$ cat config.mk
export PLATFORM = sky130hd
export DESIGN_NAME = pulse_swallow_divider
export DESIGN_NICKNAME = d
export VERILOG_FILES = /design/src/rtl/psd_pkg.sv /design/src/rtl/psd_prescaler.sv /design/src/rtl/psd_swallow_ctrl.sv /design/src/rtl/psd_out_stage.sv /design/src/rtl/pulse_swallow_divider.sv
export SDC_FILE = /design/constraint.sdc
export NUM_CORES = 1
export LEC_CHECK = 0
export ABC_AREA = 1
export BUFFER_PORTS_ARGS = -buffer_cell sky130_fd_sc_hd__buf_2
export CAP_MARGIN = 30
export CELL_PAD_IN_SITES_DETAIL_PLACEMENT = 0
export CELL_PAD_IN_SITES_GLOBAL_PLACEMENT = 2
export CORE_AREA = 2 2 66 81
export CTS_CLUSTER_DIAMETER = 40
export DETAILED_ROUTE_END_ITERATION = 10
export DIE_AREA = 0 0 68 83
export GPL_ROUTABILITY_DRIVEN = 0
export PLACE_DENSITY = 0.71
export SLEW_MARGIN = 20
export SYNTH_ARGS = -nofsm -noshare
export SYNTH_HDL_FRONTEND = slang
export SYNTH_SLANG_ARGS = --single-unit
$ cat constraint.sdc
create_clock -name clk -period 1.7 [get_ports clk]
set_input_delay 0.255 -clock clk [delete_from_list [all_inputs] [get_ports clk]]
set_output_delay 0.255 -clock clk [all_outputs]
set_load 0.01 [all_outputs]
$ cat src/rtl/psd_pkg.sv
// Package: shared types for the pulse-swallow divider.
// Assumes nothing beyond IEEE 1800-2017 packages.
package psd_pkg;
    // Prescaler modulus selection: base ratio or base ratio plus one.
    typedef enum logic {
        MOD_BASE = 1'b0,
        MOD_PLUS = 1'b1
    } mod_sel_e;
endpackage

$ cat src/rtl/psd_prescaler.sv
// Dual-modulus prescaler: counts BASE or BASE+1 input clocks per group
// and flags the last clock of each group.
// Assumes the modulus select is stable within a group (it changes only
// at group boundaries) and BASE >= 2.
module psd_prescaler #(
    parameter int BASE = 8,
    localparam int CW  = $clog2(BASE + 1)
) (
    input  logic                   clk,
    input  logic                   rst_n,
    input  psd_pkg::mod_sel_e      mod_sel,
    output logic                   grp_end,
    output logic [CW-1:0]          cnt
);
    import psd_pkg::*;

    localparam logic [CW-1:0] LAST_BASE = CW'(BASE - 1);
    localparam logic [CW-1:0] LAST_PLUS = CW'(BASE);

    logic [CW-1:0] last_idx;

    // Pick the final index of the current group from the modulus.
    always_comb begin
        last_idx = (mod_sel == MOD_PLUS) ? LAST_PLUS : LAST_BASE;
        grp_end  = (cnt == last_idx);
    end

    // Group counter: wraps to zero after the last clock of a group.
    always_ff @(posedge clk) begin
        if (!rst_n) begin
            cnt <= '0;
        end else if (grp_end) begin
            cnt <= '0;
        end else begin
            cnt <= cnt + 1'b1;
        end
    end
endmodule

$ cat src/rtl/psd_swallow_ctrl.sv
// Main and swallow counters: track the groups remaining in a division
// cycle, request the plus-one modulus while swallow groups remain, and
// flag the completing clock. New M/A values load only at completion
// (or during reset). Assumes A <= M; M = 0 behaves as M = 1.
module psd_swallow_ctrl #(
    parameter int M_W = 12,
    parameter int A_W = 3
) (
    input  logic                  clk,
    input  logic                  rst_n,
    input  logic [M_W-1:0]        m_in,
    input  logic [A_W-1:0]        a_in,
    input  logic                  grp_end,
    output psd_pkg::mod_sel_e     mod_sel,
    output logic                  cyc_done,
    output logic [M_W-1:0]        m_rem,
    output logic [A_W-1:0]        a_rem
);
    import psd_pkg::*;

    localparam logic [M_W-1:0] M_ONE = M_W'(1);

    logic last_grp;
    logic swallow_on;

    // Decode the final group and the swallow phase of the cycle.
    always_comb begin
        last_grp   = (m_rem <= M_ONE);
        swallow_on = (a_rem != '0);
        mod_sel    = swallow_on ? MOD_PLUS : MOD_BASE;
        cyc_done   = grp_end && last_grp;
    end

    // Main group counter: reload at cycle end, count down per group.
    always_ff @(posedge clk) begin
        if (!rst_n) begin
            m_rem <= m_in;
        end else if (cyc_done) begin
            m_rem <= m_in;
        end else if (grp_end) begin
            m_rem <= m_rem - 1'b1;
        end
    end

    // Swallow counter: reload at cycle end, count down while nonzero.
    always_ff @(posedge clk) begin
        if (!rst_n) begin
            a_rem <= a_in;
        end else if (cyc_done) begin
            a_rem <= a_in;
        end else if (grp_end && swallow_on) begin
            a_rem <= a_rem - 1'b1;
        end
    end
endmodule

$ cat src/rtl/psd_out_stage.sv
// Output stage: registers the cycle-complete strobe into the divided
// pulse, keeps a half-rate toggle while test mode is on, and muxes the
// port pin between ordinary data and the toggle.
// Assumes cyc_done is a single-clock strobe.
module psd_out_stage (
    input  logic clk,
    input  logic rst_n,
    input  logic cyc_done,
    input  logic test_en,
    input  logic port_data,
    output logic div_pulse,
    output logic half_tog,
    output logic port_out
);
    // Divided pulse register: one clock wide per completed cycle.
    always_ff @(posedge clk) begin
        if (!rst_n) begin
            div_pulse <= 1'b0;
        end else begin
            div_pulse <= cyc_done;
        end
    end

    // Half-rate toggle: flips per completed cycle only in test mode.
    always_ff @(posedge clk) begin
        if (!rst_n) begin
            half_tog <= 1'b0;
        end else if (test_en && cyc_done) begin
            half_tog <= ~half_tog;
        end
    end

    // Port pin select between normal data and the test toggle.
    always_comb begin
        port_out = test_en ? half_tog : port_data;
    end
endmodule

$ cat src/rtl/pulse_swallow_divider.sv
// Top: programmable feedback divider with ratio BASE*M + A built from a
// dual-modulus prescaler, a main group counter and a swallow counter,
// plus a test path that puts the halved divided rate on a port pin.
// Assumes A <= M, synchronous active-low reset, single clock domain.
module pulse_swallow_divider #(
    parameter int M_W  = 12,
    parameter int A_W  = 3,
    parameter int BASE = 8
) (
    input  logic           clk,
    input  logic           rst_n,
    input  logic [M_W-1:0] m_in,
    input  logic [A_W-1:0] a_in,
    input  logic           test_en,
    input  logic           port_data,
    output logic           div_pulse,
    output logic           port_out
);
    import psd_pkg::*;

    localparam int PCW = $clog2(BASE + 1);

    mod_sel_e         mod_sel;
    logic             grp_end;
    logic [PCW-1:0]   pre_cnt;
    logic             cyc_done;
    logic [M_W-1:0]   m_rem;
    logic [A_W-1:0]   a_rem;
    logic             half_tog;

    psd_prescaler #(.BASE(BASE)) u_pre (
        .clk     (clk),
        .rst_n   (rst_n),
        .mod_sel (mod_sel),
        .grp_end (grp_end),
        .cnt     (pre_cnt)
    );

    psd_swallow_ctrl #(.M_W(M_W), .A_W(A_W)) u_ctl (
        .clk      (clk),
        .rst_n    (rst_n),
        .m_in     (m_in),
        .a_in     (a_in),
        .grp_end  (grp_end),
        .mod_sel  (mod_sel),
        .cyc_done (cyc_done),
        .m_rem    (m_rem),
        .a_rem    (a_rem)
    );

    psd_out_stage u_out (
        .clk       (clk),
        .rst_n     (rst_n),
        .cyc_done  (cyc_done),
        .test_en   (test_en),
        .port_data (port_data),
        .div_pulse (div_pulse),
        .half_tog  (half_tog),
        .port_out  (port_out)
    );
endmodule

* Word level (Yosys, flattened, before mapping)
Cells that the tools add are included.
** Word-level totals
- Register bits after elaboration :: 21
- Output and inout bits :: 2
- Input port bits :: 19
- Logic and storage cells :: 28
** Operators by class
- $lt $le $gt $ge :: 1
- Multiplexer cells :: 9
- Equality and inequality tests :: 3
- Bitwise operators :: 2
- $add $sub $neg :: 3
- Reductions and logical operators :: 5
** Operators by type and width (number)
- 12-bit two-way mux :: 3
- 12-bit by 1-bit less-or-equal comparator with 1-bit output (second input constant) :: 1
- 12-bit by 1-bit subtractor with 12-bit output (second input constant) :: 1
- 3-bit two-way mux :: 3
- 3-bit by 1-bit != test with 1-bit output (second input constant) :: 2
- 4-bit by 1-bit adder with 4-bit output (second input constant) :: 1
- 4-bit equality test :: 1
- 4-bit two-way mux :: 1
- 1-bit logical AND :: 3
- 3-bit nonzero test :: 1
- 3-bit by 1-bit subtractor with 3-bit output (second input constant) :: 1
- 1-bit two-way mux :: 2
- 1-bit inverter :: 2
- 2-bit OR reduction :: 1

* Longest topological paths before layout
Gate-level depths: netlist of the first run.
- Depth after elaboration :: 8
- Mapped depth :: 12

* Modules after synthesis
From an unflattened synthesis of the first run, not the netlist that was laid out.
** Unflattened totals
- Cells, all modules :: 183
- Area total of the unflattened synthesis :: 1345.0 sq um
** By module, submodules not included
- psd_swallow_ctrl :: instances 1, area an instance 1084.8 sq um, cells each 148, seq. area each 450.4 sq um
- psd_prescaler :: instances 1, area an instance 182.7 sq um, cells each 24, seq. area each 80.1 sq um
- psd_out_stage :: instances 1, area an instance 77.6 sq um, cells each 11, seq. area each 40.0 sq um

* Worst setup path before layout of the first run
Ideal clock, no wire load.
- Path kind :: register -> register
- Start point :: register u_ctl.a_rem[0]
- End point :: register u_ctl.m_rem[0], enable pin
- Stages on the path, launching flop included :: 9
- Library setup time :: 0.355 ns
- Slack :: -0.040 ns
- Arrival time :: 1.385 ns
- Required time :: 1.345 ns
- Cells stage by stage :: edfxtp_1 inv_1 ha_1 ha_1 nor2_1 nand3_1 nand2_2 nor2_1 inv_1
** On the way
- Longest elaborated chain between the ends :: 6
** RTL lines
- start, declared :: RTL line psd_swallow_ctrl.sv:17 : output logic [A_W-1:0] a_rem
- start signal, assigned :: RTL line psd_swallow_ctrl.sv:48 : a_rem <= a_in;
- start signal, assigned :: RTL line psd_swallow_ctrl.sv:50 : a_rem <= a_in;
- start signal, assigned :: RTL line psd_swallow_ctrl.sv:52 : a_rem <= a_rem - 1'b1;
- 3-bit nonzero test (*) :: RTL line psd_swallow_ctrl.sv:29 : swallow_on = (a_rem != '0);
- 1-bit two-way mux (*) :: RTL line psd_swallow_ctrl.sv:30 : mod_sel = swallow_on ? MOD_PLUS : MOD_BASE;
- 4-bit two-way mux (*) :: RTL line psd_prescaler.sv:24 : last_idx = (mod_sel == MOD_PLUS) ? LAST_PLUS : LAST_BASE;
- 4-bit equality test (*) :: RTL line psd_prescaler.sv:25 : grp_end = (cnt == last_idx);
- 1-bit logical AND :: RTL line psd_swallow_ctrl.sv:31 : cyc_done = grp_end && last_grp;
- 3-bit by 1-bit != test with 1-bit output (no line) (*)
- end signal, assigned :: RTL line psd_swallow_ctrl.sv:37 : m_rem <= m_in;
- end signal, assigned :: RTL line psd_swallow_ctrl.sv:39 : m_rem <= m_in;
- end signal, assigned :: RTL line psd_swallow_ctrl.sv:41 : m_rem <= m_rem - 1'b1;
- end, declared :: RTL line psd_swallow_ctrl.sv:16 : output logic [M_W-1:0] m_rem,
Every way passes the cells marked *; elsewhere a longest branch is shown, timed or not.
A chain may end at the register's enable or synchronous reset.

* Final worst setup path of the first run
- Start point :: register u_ctl.a_rem[0]
- End point :: register u_ctl.m_rem[10], data pin
** On the way
- Longest elaborated chain between the ends :: 7
** RTL lines
- 3-bit nonzero test :: RTL line psd_swallow_ctrl.sv:29
- 1-bit two-way mux :: RTL line psd_swallow_ctrl.sv:30
- 4-bit two-way mux :: RTL line psd_prescaler.sv:24
- 4-bit equality test :: RTL line psd_prescaler.sv:25
- 1-bit logical AND :: RTL line psd_swallow_ctrl.sv:31
- 12-bit two-way mux :: RTL line psd_swallow_ctrl.sv:38 : end else if (cyc_done) begin
- 12-bit two-way mux :: RTL line psd_swallow_ctrl.sv:36 : if (!rst_n) begin
Every way passes these cells.

==> out/metrics.yaml, run 1 <==
io_pins: 21
grt_pass1_wl_um: 4910
wl_per_cell_um: 10.5
rows: 28
clk_latency_ps: 270
p_int_uw: 865
reg2reg_depth: 11
path_delay_family: "simple AND/OR/NAND/NOR gates"
worst_ir_drop_vdd_uv: 334
p_leak_uw: 0.000867
vias_per_cell: 4.28
htreeDepth: 1
yosysSeqAreaShare_pct: 43.1
fin_skew_ps: 4.47
num_antenna_cells: 0
first_global_vias: 1137
io_buffers: 20
start_kind: "register"
yosys_warnings: 0
nets: 245
syn_nets: 200
finalMaxSlewViolations: 0
grt-ovfl-total: 0
grtUsageTotal_pct: 11.3
clockBufferDepth: 2
syn_inst: 176
drive_above_1_share_pct: 30.0
power.share.clock_pct: 28.8
finalCritPeriodShare_pct: 105
area_growth_pct: 33.5
layout_commonest_cell: "nand2_1"
cap_viol_max_count: 0
timing.hold.ws_ps: 255
max_freq_mhz: 562
finalWorstSetupSlack_ps: -77.9
switching_power_uw: 326
p_comb_share_pct: 19.0
cts_made_buffers: 3
start_util_pct: 27.4
netlist-cell-type-count: 21
hp-class: "input pin to register"
fill_cells: 532
hold_viol: 0
cts_num_sinks: 21
min_period_ps: 1780
drc: 0
fp.dieW_um: 68
ant_nets: 0
hpwl_um: 2210
tritoncts: "done"
power_uw: 1190
vias: 1199
dr.first_iter.drc_count: 32
syn_area_um2: 1330
cp-end-kind: "register"
crit_chain: "inv_1 > ha_2 > ha_4 > inv_2 > nor2_2 > nand2_1 > nand2_2 > nand3_4 > buf_6 > a21oi_2 > nor2_1"
cp_num_cells: 11
relSlewSlack_pct: 76.3
violations: "negative setup slack"
status: "complete, but fails checks"
grt_max_degree: 18
clk_pin_slew_ps: 80
cp.required_ps: 1730
setup-violations-final: 28
critPathKind: "register to register"
whs_endpoint: "u_ctl.m_rem[6]$_DFFE_PP_"
rsz0062_at_grt: "true"
core_um2: 4830
min_path_cells: 3
min_from: "m_in[6]"
critical-path-max-stage-delay_ps: 390
path_buf_inv: 3
tightest_slew_ps: 355
synth_area_per_cell_um2: 7.53
cts_root_buf: "clkbuf_8"
place_ws_ps: -78.3
swShare_pct: 27.4
reg2reg_from: "u_ctl.a_rem[0]$_DFFE_PP_"
die_area_um2: 5640
cp_max_fo: 5
antenna_found_initial: 0
layout.cells.non_filler: 280
r2r_end: "u_ctl.m_rem[10]$_DFFE_PP_"
power_frac_seq_pct: 52.2
dpl.cell_count: 269
worst_path_max_delay_cell: "edfxtp_1"
power_density_nw_per_um2: 673
ys_ff_latch: 21
die_y_um: 83
first_pass_iters: 5
final_cell_mix: "nand2_1 (47), inv_1 (33), buf_2 (20), nor2_1 (19), buf_4 (18)"
postCtsHoldBufs: 0
critPathArrivalTime_ps: 1810
finalWirelength_um: 2940
reg2reg_slack_ps: -80
sequential cells by signal, indices dropped and copies added, names as in the netlist:
signal           cells
u_ctl.m_rem         12
u_pre.cnt            4
u_ctl.a_rem          3
u_out.div_pulse      1
u_out.half_tog       1
metal layers:
layer / up-vias / GRT usage, % / wire, um
met5: - / 0 / 0
met4: 0 / 3.82 / 46
met3: 5 / 2.03 / 84
met2: 20 / 18.4 / 1440
met1: 541 / 14.6 / 1370
li1: 633 / - / -
timing repair:
item | CTS | global route
cloned | 0 | 1
setup endpoints to repair | 18 | 32
pin swaps | 2 | 4
buffers inserted | 4 | 2
resized for setup | 5 | 13
worst max-delay path by stage:
stage,from,to
floorplan,u_ctl.a_rem[0]$_DFFE_PP_,u_ctl.a_rem[2]$_DFFE_PP_
global placement,u_ctl.a_rem[0]$_DFFE_PP_,u_ctl.m_rem[8]$_DFFE_PP_
detailed placement,u_ctl.a_rem[0]$_DFFE_PP_,u_ctl.a_rem[0]$_DFFE_PP_
CTS,u_ctl.a_rem[0]$_DFFE_PP_,u_ctl.m_rem[10]$_DFFE_PP_
global route,u_ctl.a_rem[0]$_DFFE_PP_,u_ctl.m_rem[10]$_DFFE_PP_
finish,u_ctl.a_rem[0]$_DFFE_PP_,u_ctl.m_rem[10]$_DFFE_PP_
cells in the mapped netlist:
cell type  count  area, um^2
clkbuf_1       1        3.75
dfxtp_1        6         120
nand2_1       48         180
nor2_1        22        82.6
inv_1         35         131
xor2_1         2        17.5
nor2_2         3        18.8
buf_6          1        11.3
nand3b_1       1        7.51
edfxtp_1      15         450
ha_1           5        62.6
o21ai_0       13        65.1
nand3_4        1        17.5
nand4_1        4        25.0
a21oi_1        1        5.00
nor2_4         1        11.3
nand2_2        2        12.5
nand2_4        1        11.3
nand3_1       10        50.1
buf_8          1        15.0
xnor2_1        3        26.3
tightest hold or removal path: stages:
cell and delay (ps):
buf_2 70, nand2_1 40, nand2_1 50
power by group through the flow:
stage | Combinational, uW | Sequential, uW | Clock [uW]
2_1_floorplan | 133 | 625 | 0
6_report | 227 | 621 | 343
5_1_grt | 263 | 628 | 380
3_5_place_dp | 203 | 633 | 0
3_3_place_gp | 201 | 633 | 0
4_1_cts | 213 | 621 | 354
layout make-up:
class / instances / area [um^2] / share of cell area, %
inverter: 35 / 131 / 7.43
clock buffer: 3 / 41.3 / 2.33
tap: 60 / 75.1 / 4.24
sequential: 21 / 571 / 32.2
clock inverter: 1 / 5.00 / 0.283
timing repair buffer: 42 / 289 / 16.3
multi-input combinational: 118 / 657 / 37.1
kinds of logic (layout without fill, tap and decap cells):
logic type,Yosys count,after routing,synth area share [%]
buffers and inverters,38,81,12.2
XOR/XNOR,5,5,3.31
AND/OR/NAND/NOR,93,94,31.4
AO/OA/AOI/OAI,14,14,5.29
flip-flops,21,21,43.1
adder cells (fa/ha/maj),5,5,4.72
through the flow:
step | util (%) | setup TNS [ps] | cell area, um^2
global route | 36.6 | -5310 | 1770
finish | 36.6 | -1150 | 1770
floorplan | - | 0 | 1330
detailed placement | 33.2 | -898 | 1600
CTS | 35.2 | -445 | 1700
global placement | 33.2 | -314 | 1600
No activity file was read; power rests on OpenSTA's default activity.
==> run 2: changes to the inputs <==
==> constraint.sdc (replaced) <==
create_clock -name clk -period 1.7 [get_ports clk]
set_input_delay 0.51 -clock clk [delete_from_list [all_inputs] [get_ports clk]]
set_output_delay 0.51 -clock clk [all_outputs]
set_load 0.01 [all_outputs]
==> out/metrics.yaml, run 2 (synthesis gave the netlist of run 1 again) <==
first_pass_iters: 4  # -1
critical-path-max-stage-delay_ps: 430  # +40 ps
io_buffers: 20  # unchanged
power_density_nw_per_um2: 643  # -4.4%
finalWorstSetupSlack_ps: -109  # -31.1 ps
final_cell_mix: "nand2_1 (37), inv_1 (30), buf_2 (20), nor2_1 (17)"
dr.first_iter.drc_count: 51  # +59%
io_pins: 21  # unchanged
htreeDepth: 1  # unchanged
critPathArrivalTime_ps: 1830  # +20 ps
worst_path_max_delay_cell: "edfxtp_1"
path_delay_family: "simple AND/OR/NAND/NOR gates"
die_y_um: 83  # unchanged
antenna_found_initial: 0  # unchanged
regMostFlops: "u_ctl.m_rem"
setup_tns_ps: -2040  # -889 ps
ant_nets: 0  # unchanged
largest_register_ffs: 12  # unchanged
crit_chain: "inv_2 > ha_4 > inv_1 > nand2_1 > nand2_2 > nor2_4 > nand3_4 > buf_6 > a21oi_2 > nor2_1"
start_util_pct: 27.4  # unchanged
cp.required_ps: 1730  # about the same
violations: "negative setup slack"
fin_skew_ps: 7.01  # +2.54 ps
power_frac_seq_pct: 49.6  # -2.6 points
largestRegisters: "u_ctl.m_rem x12, u_pre.cnt x4, u_ctl.a_rem x3"
area_growth_pct: 47.7
finalCritPeriodShare_pct: 106  # +1.8 points
die_area_um2: 5640  # unchanged
cap_viol_max_count: 0  # unchanged
hp-class: "register to register"
path_buf_inv: 3  # unchanged
finalWirelength_um: 3420  # +16%
fin_area_um2: 1960  # +11%
cts_num_sinks: 21  # unchanged
vias: 1249  # +4.2%
cp-end-kind: "register"
drc: 0  # unchanged
drive_above_1_share_pct: 39.8  # +9.8 points
fill_cells: 513  # -3.6%
clk_pin_slew_ps: 80  # about the same
relSlewSlack_pct: 77.1  # +0.72 points
grt_max_degree: 13  # -5
tightest_slew_ps: 344  # -10.7 ps
p_int_uw: 901  # +4.2%
wl_per_cell_um: 12.0  # +14%
cp_max_fo: 5  # unchanged
tritoncts: "done"
switching_power_uw: 357  # +9.7%
start_kind: "register"
fp.dieW_um: 68  # unchanged
cts_root_buf: "clkbuf_8"
rows: 28  # unchanged
cts_made_buffers: 3  # unchanged
hold_viol: 0  # unchanged
core_um2: 4830  # unchanged
worst_ir_drop_vdd_uv: 313  # -6.2%
nets: 251  # +2.4%
first_global_vias: 1219  # +7.2%
swShare_pct: 28.4  # +1.0 points
finalMaxSlewViolations: 0  # unchanged
clk_latency_ps: 270  # about the same
grtUsageTotal_pct: 12.9  # +1.6 points
clockBufferDepth: 2  # unchanged
min_period_ps: 1810  # +31.1 ps
timing.hold.ws_ps: 513  # +258 ps
grt-ovfl-total: 0  # unchanged
setup-violations-final: 30  # +7.1%
hpwl_um: 2280  # +3.3%
p_leak_uw: 0.000919  # +6.0%
critPathKind: "register to register"
grt_pass1_wl_um: 5550  # +13%
power.share.clock_pct: 27.3  # -1.5 points
layout_commonest_cell: "nand2_1"
num_antenna_cells: 0  # unchanged
rsz0062_at_grt: "true"
status: "complete, but fails checks"
p_comb_share_pct: 23.2  # +4.2 points
vias_per_cell: 4.37  # +2.0%
max_freq_mhz: 553  # -1.7%
placed_cell_area_um2: 1610  # +0.47%
-- run 2: cell count changes in the layout (fill, tap and decap cells not counted), moves of 4 or more --
| cell | delta |
|---|---|
| nand2_2 | +10 |
| o21ai_0 | -6 |
| nand2_1 | -10 |
| buf_6 | +7 |
| o21ai_1 | +4 |
-- run 2: metrics by stage --
step / power [uW] / setup WS, ps / cells / utilization, %
global placement: 837 / -48.1 / 270 / 33.3
CTS: 1230 / -68.3 / 282 / 37.4
global route: 1330 / -205 / 286 / 40.5
detailed placement: 840 / -109 / 270 / 33.3
floorplan: 758 / 7.67 / 176 / -
finish: 1260 / -109 / 286 / 40.5
-- run 2: final timing paths --
kind	startpoint	endpoint	slack, ps	depth (start not counted)
worst max-delay path	u_ctl.m_rem[0]$_DFFE_PP_	u_ctl.m_rem[10]$_DFFE_PP_	-110	10
worst min register to register	u_out.half_tog$_SDFFE_PN0P_	u_out.half_tog$_SDFFE_PN0P_	510	4
worst max register to register	u_ctl.m_rem[0]$_DFFE_PP_	u_ctl.m_rem[10]$_DFFE_PP_	-110	10
worst min-delay path	u_out.half_tog$_SDFFE_PN0P_	u_out.half_tog$_SDFFE_PN0P_	510	4
-- run 2: cell type report --
cell class | instances | area [um^2] | share of cell area, %
clock buffers | 4 | 45.0 | 2.30
inverters | 35 | 134 | 6.84
multi-input cells | 119 | 762 | 38.9
flip-flops and latches | 21 | 571 | 29.2
well taps | 60 | 75.1 | 3.84
repair buffers | 47 | 370 | 18.9
-- run 2: worst min-delay path, stage by stage, from the launching register on --
cell,delay (ps)
dfxtp_1,320
inv_1,50
nand2_1,40
inv_1,40
nor2_1,30
-- run 2: what timing repair did --
item                       CTS  global route
resized for setup           27            31
pin swaps                    8             4
hold endpoints to repair     0             0
gates cloned                 2             1
setup endpoints to repair   30            34
hold buffers                 0             0
setup buffers                6             3
-- run 2: power groups by stage --
stage	Combinational [uW]	Clock, uW	Sequential [uW]
after floorplan	133	0	625
after global placement	204	0	633
after detailed placement	206	0	634
after CTS	247	360	622
after global routing	330	374	629
final	292	343	624
-- run 2: metal layers --
metal / part of all wire, % / GRT usage, %
met3: 2.1 / 2.03
met4: 0.53 / 3.82
met5: 0 / 0
met2: 55 / 22.2
met1: 43 / 15.9
==> run 3: changes to the inputs <==
--- a/config.mk
+++ b/config.mk
@@ -6,16 +6,16 @@
 export NUM_CORES = 1
 export LEC_CHECK = 0
 export ABC_AREA = 1
-export BUFFER_PORTS_ARGS = -buffer_cell sky130_fd_sc_hd__buf_2
 export CAP_MARGIN = 30
 export CELL_PAD_IN_SITES_DETAIL_PLACEMENT = 0
 export CELL_PAD_IN_SITES_GLOBAL_PLACEMENT = 2
-export CORE_AREA = 2 2 66 81
+export CORE_AREA = 2 2 62 76
 export CTS_CLUSTER_DIAMETER = 40
 export DETAILED_ROUTE_END_ITERATION = 10
-export DIE_AREA = 0 0 68 83
+export DIE_AREA = 0 0 64 78
+export DONT_BUFFER_PORTS = 1
 export GPL_ROUTABILITY_DRIVEN = 0
-export PLACE_DENSITY = 0.71
+export PLACE_DENSITY = 0.72
 export SLEW_MARGIN = 20
 export SYNTH_ARGS = -nofsm -noshare
 export SYNTH_HDL_FRONTEND = slang
==> out/metrics.yaml, run 3 (synthesis gave the netlist of run 1 again) <==
critPathKind: "register to register"
die_y_um: 78  # -6.0%
cap_viol_max_count: 0  # unchanged
start_util_pct: 31.6  # +4.2 points
layout_commonest_cell: "nand2_1"
area_growth_pct: 34.7
clk_latency_ps: 260  # about the same
hold_viol: 0  # unchanged
max_freq_mhz: 555  # +0.32%
grt-ovfl-total: 0  # unchanged
fp.dieW_um: 64  # -5.9%
nets: 231  # -8.0%
start_kind: "register"
largestRegisters: "u_ctl.m_rem x12, u_pre.cnt x4, u_ctl.a_rem x3"
wl_per_cell_um: 11.8  # -1.5%
cp_max_fo: 6  # +1
vias_per_cell: 4.38  # +0.33%
clk_pin_slew_ps: 80  # about the same
vias: 1148  # -8.1%
cts_num_sinks: 21  # unchanged
io_pins: 21  # unchanged
worst_ir_drop_vdd_uv: 501  # +60%
power_density_nw_per_um2: 667  # +3.7%
crit_start: "u_ctl.a_rem[0]$_DFFE_PP_"
finalCritPeriodShare_pct: 106  # -0.34 points
critPathArrivalTime_ps: 1780  # -50 ps
fill_cells: 436  # -15%
finalMaxSlewViolations: 0  # unchanged
io_buffers: 0  # -100%
final_cell_mix: "nand2_1 (41), inv_1 (33), nor2_1 (20), buf_4 (19), edfxtp_1 (15)"
rows: 26  # -7.1%
htreeDepth: 1  # unchanged
grt_max_degree: 14  # +1
relSlewSlack_pct: 75.3  # -1.8 points
setup_tns_ps: -1650  # +390 ps
die_area_um2: 4990  # -12%
min_period_ps: 1800  # -5.84 ps
first_global_vias: 1164  # -4.5%
hpwl_um: 2120  # -7.0%
drive_above_1_share_pct: 31.6  # -8.3 points
fin_skew_ps: 4.63  # -2.38 ps
cp-end-kind: "register"
finalWorstSetupSlack_ps: -103  # +5.84 ps
status: "complete, but fails checks"
reg2reg_from: "u_ctl.a_rem[0]$_DFFE_PP_"
finalWirelength_um: 3090  # -9.7%
fin_area_um2: 1790  # -8.8%
dr.first_iter.drc_count: 18  # -65%
regMostFlops: "u_ctl.m_rem"
num_antenna_cells: 0  # unchanged
rsz0062_at_grt: "true"
first_pass_iters: 4  # unchanged
tightest_slew_ps: 367  # +23.0 ps
grt_pass1_wl_um: 5240  # -5.6%
setup-violations-final: 30  # unchanged
placed_cell_area_um2: 1510  # -6.1%
antenna_found_initial: 0  # unchanged
largest_register_ffs: 12  # unchanged
hp-class: "input pin to register"
drc: 0  # unchanged
ant_nets: 0  # unchanged
timing.hold.ws_ps: 377  # -136 ps
cts_root_buf: "clkbuf_8"
min_from: "rst_n"
grtUsageTotal_pct: 13.3  # +0.42 points
clockBufferDepth: 2  # unchanged
tritoncts: "done"
violations: "negative setup slack"
core_um2: 4200  # -13%
cts_made_buffers: 3  # unchanged
cp.required_ps: 1680  # -50 ps
p_leak_uw: 0.000835  # -9.2%
run 3: per-layer routing:
layer  vias up  part of all wire, %  GRT usage (%)
met3         2                  3.8           1.74
met4         0                 0.81           3.91
li1        610                    -              -
met5         -                    0              0
met1       518                   45           17.1
met2        18                   50           22.9
run 3: power breakdown:
group	internal, uW	leakage (uW)	switching [uW]	total, uW
clock network	167	0.0000228	173	340
registers	594	0.000197	27.5	622
logic	110	0.000615	120	229
total	871	0.000835	320	1190
run 3: layout make-up:
class                      count  area [um^2]  share of cell area [%]
timing repair buffer          26          239                    13.4
tap                           56         70.1                    3.92
sequential                    21          571                    32.0
multi-input combinational    120          729                    40.9
inverter                      35          131                    7.36
clock buffer                   4         45.0                    2.52
run 3: final timing paths:
path                                                     to  slack, ps  cells past startpoint
worst max-delay path               u_ctl.a_rem[2]$_DFFE_PP_       -100                     10
worst min-delay path            u_out.half_tog$_SDFFE_PN0P_        380                      2
worst max register to register     u_ctl.a_rem[2]$_DFFE_PP_       -100                     10
worst min register to register  u_out.half_tog$_SDFFE_PN0P_        530                      4
run 3: worst max-delay path, stage by stage (launching register included):
cell and delay [ps]:
edfxtp_1 410, inv_1 80, ha_2 180, ha_4 140, inv_2 30, nor2_1 70, nand2_1 70, nand2_2 90
nand3_4 170, buf_4 190, nand3_2 90
run 3: repair_timing:
item,in CTS,in global routing
endpoints found under the setup margin,30,31
hold buffers,0,0
pin swaps,5,4
setup buffers,6,2
gates resized for setup,17,23
gates cloned,2,1
run 3: through the flow:
stage	std cells	total power [uW]	worst slack (ps)	util (%)
2_1_floorplan	176	758	7.67	-
3_3_place_gp	247	810	-52.3	36.0
3_5_place_dp	247	813	-129	36.0
4_1_cts	259	1180	-72.3	40.2
5_1_grt	262	1270	-222	42.5
6_report	262	1190	-103	42.5
